### src/rtl/hbridge_vreg.sv
`timescale 1ns/1ps
module hbridge_vreg #(
  parameter int DUTY_W      = 8,
  parameter int VSET_W      = 6,
  parameter int RSV_MAX     = 5,
  parameter int PRESCALE    = 4,
  parameter int STEP_CYCLES = 2353
) (
  input  logic              clk,
  input  logic              rst_n,
  input  logic              dir_a,
  input  logic              dir_b,
  input  logic [VSET_W-1:0] vset,
  input  logic              fb_below,
  input  logic              ilim,
  input  logic              kill,
  output logic              hs1,
  output logic              ls1,
  output logic              hs2,
  output logic              ls2,
  output logic [DUTY_W-1:0] duty,
  output logic              standby
);
  localparam int PRE_W  = $clog2(PRESCALE + 1);
  localparam int STEP_W = $clog2(STEP_CYCLES + 1);
  localparam logic [DUTY_W-1:0] DUTY_MAX = {DUTY_W{1'b1}};

  logic [PRE_W-1:0]  pre;
  logic [DUTY_W-1:0] pwm;
  logic [STEP_W-1:0] step;
  logic drive, code_ok, run, tick, on;

  assign drive   = dir_a ^ dir_b;
  assign code_ok = vset > VSET_W'(RSV_MAX);
  assign run     = drive & code_ok;
  assign tick    = run && (step == STEP_W'(STEP_CYCLES - 1));
  assign on      = (duty == DUTY_MAX) || (pwm < duty);
  assign standby = ~dir_a & ~dir_b;

  always_ff @(posedge clk) begin
    if (!rst_n) begin
      pre <= '0;
      pwm <= '0;
    end else if (pre == PRE_W'(PRESCALE - 1)) begin
      pre <= '0;
      pwm <= pwm + 1'b1;
    end else begin
      pre <= pre + 1'b1;
    end
  end

  always_ff @(posedge clk) begin
    if (!rst_n || !run || tick) step <= '0;
    else                        step <= step + 1'b1;
  end

  always_ff @(posedge clk) begin
    if (!rst_n || !run) begin
      duty <= '0;
    end else if (tick) begin
      if (ilim || !fb_below) begin
        if (duty != '0) duty <= duty - 1'b1;
      end else if (duty != DUTY_MAX) begin
        duty <= duty + 1'b1;
      end
    end
  end

  always_comb begin
    {hs1, ls1, hs2, ls2} = 4'b0000;
    if (!kill) begin
      unique case ({dir_a, dir_b})
        2'b10: begin
          hs1 = 1'b1;
          if (on) ls2 = 1'b1;
          else    hs2 = 1'b1;
        end
        2'b01: begin
          hs2 = 1'b1;
          if (on) ls1 = 1'b1;
          else    hs1 = 1'b1;
        end
        2'b11: begin
          hs1 = 1'b1;
          hs2 = 1'b1;
        end
        default: ;
      endcase
    end
  end

  a_r10_kill_off: assert property (@(posedge clk) disable iff (!rst_n)
    kill |-> !(hs1 || ls1 || hs2 || ls2));
  a_r4_no_shoot: assert property (@(posedge clk) disable iff (!rst_n)
    !(hs1 && ls1) && !(hs2 && ls2));
  a_r1_coast_off: assert property (@(posedge clk) disable iff (!rst_n)
    standby |-> !(hs1 || ls1 || hs2 || ls2));
  a_r6_idle_zero: assert property (@(posedge clk) disable iff (!rst_n)
    !run |=> duty == '0);
  a_r5_unit_step: assert property (@(posedge clk) disable iff (!rst_n)
    run |=> (duty == $past(duty) || duty == $past(duty) + 1'b1 || duty + 1'b1 == $past(duty)));
  a_r9_ilim_down: assert property (@(posedge clk) disable iff (!rst_n)
    (tick && ilim && duty != '0) |=> duty < $past(duty));
  a_r7_full_on: assert property (@(posedge clk) disable iff (!rst_n)
    (dir_a && !dir_b && !kill && duty == DUTY_MAX) |-> (ls2 && !hs2));
endmodule

### config.mk
export PLATFORM = sky130hd
export DESIGN_NAME = hbridge_vreg
export DESIGN_NICKNAME = d
export VERILOG_FILES = /design/src/rtl/hbridge_vreg.sv
export SDC_FILE = /design/constraint.sdc
export NUM_CORES = 1
export LEC_CHECK = 0
export BUFFER_PORTS_ARGS = -buffer_cell sky130_fd_sc_hd__buf_2
export CAP_MARGIN = 30
export CORE_MARGIN = 2
export CORE_UTILIZATION = 28
export CTS_BUF_LIST = sky130_fd_sc_hd__clkbuf_2 sky130_fd_sc_hd__clkbuf_4 sky130_fd_sc_hd__clkbuf_8
export DETAILED_ROUTE_END_ITERATION = 6
export PLACE_DENSITY_LB_ADDON = 0.08
export SYNTH_ARGS = -nofsm -noshare
export SYNTH_HDL_FRONTEND = slang
export SYNTH_SLANG_ARGS = --single-unit
### constraint.sdc
create_clock -name clk -period 2.2 [get_ports clk]
set_clock_uncertainty 0.1 [all_clocks]
set_input_delay 0 -clock clk [delete_from_list [all_inputs] [get_ports clk]]
set_output_delay 0 -clock clk [all_outputs]
set_load 0.005 [all_outputs]
After elaboration in Yosys (flattened, before gate mapping)
Index checks and enable logic that the tools add are counted.
Widths: inputs -> output; s select.
- flip-flop bits (word level): 31
- output and inout bits: 13
- bits of input ports: 13
- bitwise logic cells: 6
- reduce and logical (&&, ||, !) cells: 14
- muxes and demuxes: 13
- $lt $le $gt $ge: 2
- equality and inequality tests: 8
- $add $sub $neg: 5
- operator list (operator ; number):
    $mux 8 ; 3
    $add 8x1->8 const B ; 2
    $add 12x1->12 const B ; 1
    $eq 12x12->1 const B ; 1
    $eq 8x8->1 const B ; 1
    $lt 8x8->1 ; 1
    $mux 1 ; 8
    $ne 8x8->1 const B ; 1
    $reduce_bool 8->1 ; 1
    $sub 8x1->8 const B ; 1
    $gt 6x3->1 const B ; 1
    $reduce_or 2->1 ; 3
    $eq 2x2->1 const B ; 2
    $logic_or 1x1->1 ; 4
    $pmux 1 s2 ; 2
    $add 3x1->3 const B ; 1
    $eq 3x2->1 const B ; 1
    $logic_not 1->1 ; 3
    $not 1->1 ; 3
    $reduce_and 3->1 ; 1
    $and 1x1->1 ; 2
    $eq 2x1->1 const B ; 1
    $ne 2x1->1 const B ; 1
    $reduce_bool 2->1 ; 1
    2 further kinds ; 2

Logic depth before layout (Yosys ltp)
- depth in word-level cells: 5
- mapped depth: 9
- depth with buffers taken out: 9

Worst setup path after synthesis
Ideal clock, no wire load.
- path kind: input -> register
- start: in fb_below
- end: reg duty[7]
- data required time: 1.977 ns
- cell stages on the path: 9
- setup slack: 0.157 ns
- data arrival time: 1.819 ns
- path through: nor2b_1 -> inv_1 -> ha_1 -> nand3_1 -> o211ai_1 -> nor4_1 -> nor3_1 -> mux2i_1 -> mux2_1
- cells in the longest elaborated chain, start to end: 4
- ends and longest elaborated chain (element ; line ; text):
    start, declared ; 14 ; input logic fb_below,
    $logic_not 1->1 (*) ; 61 ; if (ilim || !fb_below) begin
    $logic_or 1x1->1 (*) ; 61 ;
    $ne 2x1->1 (no line) or $reduce_bool 2->1 (tied branches) ; - ;
    $reduce_and 3->1 (no line) ; - ;
    end signal, assigned ; 62 ; if (duty != '0) duty <= duty - 1'b1;
    end signal, assigned ; 64 ; duty <= duty + 1'b1;
    end, declared ; 21 ; output logic [DUTY_W-1:0] duty,
Mark *: on every way between the ends. The rest lies on a longest branch, timed or not.
A chain may end at the register's enable or synchronous reset.

Worst setup path after layout
- start: reg pwm[5]
- end: out hs2
- cells in the longest elaborated chain, start to end: 5
- ends and longest elaborated chain (element ; line ; text):
    start, declared ; 29 ; logic [DUTY_W-1:0] pwm;
    start signal, assigned ; 46 ; pwm <= pwm + 1'b1;
    $lt 8x8->1 ; 37 ; assign on = (duty == DUTY_MAX) || (pwm < duty);
    $logic_or 1x1->1 ; 37 ;
    $mux 1 ; 75 ; if (on) ls2 = 1'b1;
    $pmux 1 s2 ; 72 ; unique case ({dir_a, dir_b})
    $mux 1 ; 71 ; if (!kill) begin
    end, declared ; 19 ; output logic hs2,
No other way between the ends.

==> run_results.csv <==
group,metric,value,unit
outcome,outcome,"complete, no violations",
place,place_hpwl,3368,um
min_path,hold_start,"kill",
yosys,postSynthAreaPerCell,8.568,sq um
route,vias,1630,
critical_path,crit-reg2reg-capture,"duty[7]$_SDFFE_PP0P_",
finish,layoutNonFillerInstCount,356,
timing,period_minus_slack,2107,ps
timing,fin_ws,93.22,ps
min_path,hp-class,"input pin to output port",
yosys,yosys-top-cells-area,"dfxtp_1 32%, ha_1 14%, xnor2_1 5.0%",
clocking,cts_tree,"built",
route,drc,0,
pwr,power.density,488.1,nW/um^2
yosys,async_flop_share,0,%
yosys,yosysMostFrequentCell,"dfxtp_1",
global_routing,grt_max_degree,12,
yosys,ys_types,42,
finish,layout.nets,311,
clocking,cts_max_level,2,
clocking,cts_root_buf,"clkbuf_8",
finish,antenna_cells,0,
pwr,irDropWorstVdd,0.0002430,V
yosys,synth_top_area_share,32.33,%
clocking,clk_latency,280,ps
critical_path,arrival,2010,ps
global_routing,grt_pass1_wl,7445,um
route,dr.pass1.iters,4,
finish,seq_area,635.6,sq um
finish,fill_cells,715,
min_path,min_path_cells,3,
critical_path,rr_worst_depth,7,
global_routing,antenna_found_initial,0,
global_routing,grt_overflow,0,
die,die_h,86.80,um
clocking,clock-sinks,31,
yosys,ys_seq_elements,31,
yosys,ys_warn_count,0,
yosys,yosysSeqAreaShare,32.33,%
route,vias_per_cell,4.579,
critical_path,rrSetupSlack,120,ps
place,dp_slack,-27.84,ps
yosys,ys.flop_type,"dfxtp_1",
yosys,synth_cells,224,
critical_path,end_kind,"output port",
clocking,cts_made_buffers,5,
yosys,synth_largest_area_cell,"dfxtp_1",
pwr,seq_power_share,47.8,%
timing,hold_viol,0,
timing,worst_slew_pin_slew,334.8,ps
timing,drv_slew,0,
finish,final_util,36.61,%
die,die_w,86.80,um
place,io_buffer_count,24,
critical_path,cp_max_fo,4,
route,wl_per_cell,12.15,um
finish,multi_input_area,1246,sq um
pwr,p_clk_share,42.9,%
min_path,hold_end,"ls2",
yosys,syn_nets,260,
die,core_area,6719,sq um
route,first_iter_violations,33,
flow_run,max_cap_violations,0,
critical_path,rr_startpoint,"duty[4]$_SDFFE_PP0P_",
yosys,synth_edf_count,0,
finish,syn_to_final_growth,28.16,%
pwr,power_frac_comb,9.3,%
route,finalWirelength,4326,um
critical_path,required,2100,ps
pwr,leakage,1.029,nW
timing,max_slew_margin,77.10,%
clocking,cts_buffer_depth,2,
die,fp.dieArea,7533,sq um
finish,drive_gt1_share,28.26,%
yosys,syn_area,1919,sq um
pwr,p_sw_share,23.66,%
pwr,p_sw,0.0002841,W
critical_path,startpoint,"pwm[5]$_SDFFE_PN0P_",
critical_path,start_kind,"register",
timing,fmax,474.7,MHz
die,ios,26,
critical_path,critPathKind,"register to output port",
route,ant_nets,0,
global_routing,track_usage,12.68,%
timing,period_share,95.76,%
yosys,synthTopCellsByCount,"31 x dfxtp_1, 25 x nor2_1, 22 x ha_1, 21 x inv_1, 14 x nand2_1",
timing,setup_viol,0,
pwr,p_total,0.001201,W
global_routing,grt_pass1_vias,1585,
place,placedCellCount,345,
die,initial_core_util,28.57,%
place,place.gp.congestion,0.7508,
clocking,clkSlewWorstSetupHoldPaths,70,ps
die,rows,30,
pwr,internal_power,0.0009166,W
-- per-layer routing --
metal	GRT usage [%]	up-vias	routed length, um	share of wire (%)
met4	4.688	0	67	1.5
met2	19.64	32	1879	43
met3	3.048	6	208	4.8
met5	0	-	0	0
met1	17.05	711	2171	50
li1	-	881	-	-
-- through the flow --
step | hold slack, ps | cell area, sq um | TNS (ps)
6_report | 160.0 | 2460 | 0
5_1_grt | 164.2 | 2460 | -14.11
3_5_place_dp | 160.1 | 2271 | -27.84
3_3_place_gp | 161.0 | 2271 | 0
4_1_cts | 160.8 | 2426 | 0
2_1_floorplan | -65.80 | 1919 | 0
-- cells by family after synthesis --
family | count (synthesis) | synth area share (%)
DFF | 31 | 32.33
adders and majority gates | 23 | 15.38
AOI/OAI and AO/OA | 36 | 12.58
xor gates and xnor gates | 19 | 8.670
muxes | 3 | 1.630
buffers and inverters | 24 | 5.085
and+or+nand+nor | 88 | 24.32
-- state kept, by name, summed over array words and instances (netlist names) --
name and cells:
pwm 8, step 12, duty 8, pre 3
-- worst max-delay path, stage by stage, from the launching register on --
cell	delay (ps)
dfxtp_2	350
ha_4	240
a21o_1	170
a21o_1	160
a21oi_2	170
buf_4	150
a311oi_2	90
o31a_1	280
buf_2	120
-- power groups by stage --
stage	combinational, W	clock (W)	sequential [W]
after floorplan	0.0000692	0	0.000590
after global placement	0.000112	0	0.000590
after detailed placement	0.000110	0	0.000590
after CTS	0.000112	0.000548	0.000576
after global routing	0.000130	0.000572	0.000575
final	0.000112	0.000515	0.000573
-- cell usage in the layout, fill, tap and decap left out, types with 7 or more instances in the layout --
cell / instances
clkbuf_8: 7
xor2_1: 8
dfxtp_1: 25
buf_4: 22
ha_1: 20
nor2_1: 25
xnor2_1: 11
o21ai_0: 7
inv_1: 19
nand2_1: 14
a21oi_1: 10
buf_2: 24
nand4_1: 13
-- how the worst max path moves through the flow --
| stage | to | slack (ps) | cells after the start |
|---|---|---|---|
| after global placement | duty[7]$_SDFFE_PP0P_ | 70 | 10 |
| after global routing | hs2 | -10 | 9 |
| after detailed placement | duty[7]$_SDFFE_PP0P_ | -30 | 10 |
| final | hs2 | 90 | 8 |
| after CTS | hs1 | 0.2 | 9 |
| after floorplan | duty[7]$_SDFFE_PP0P_ | 160 | 9 |
-- area by class of cell --
type,count,area share (%)
flip-flops and latches,31,25.84
multi-input cells,169,50.66
well taps,80,4.069
clock buffers,8,4.222
inverters,21,3.204
repair buffers,47,12.00
-- repair_timing --
item                                   in CTS  in global routing
pin swaps                                   3                 10
hold buffers                                1                  0
endpoints found under the hold margin       8                  0
setup buffers                               1                  2
gates resized for setup                    10                 10
setup endpoints to repair                   4                  3
No activity file was read; power rests on OpenSTA's default activity.
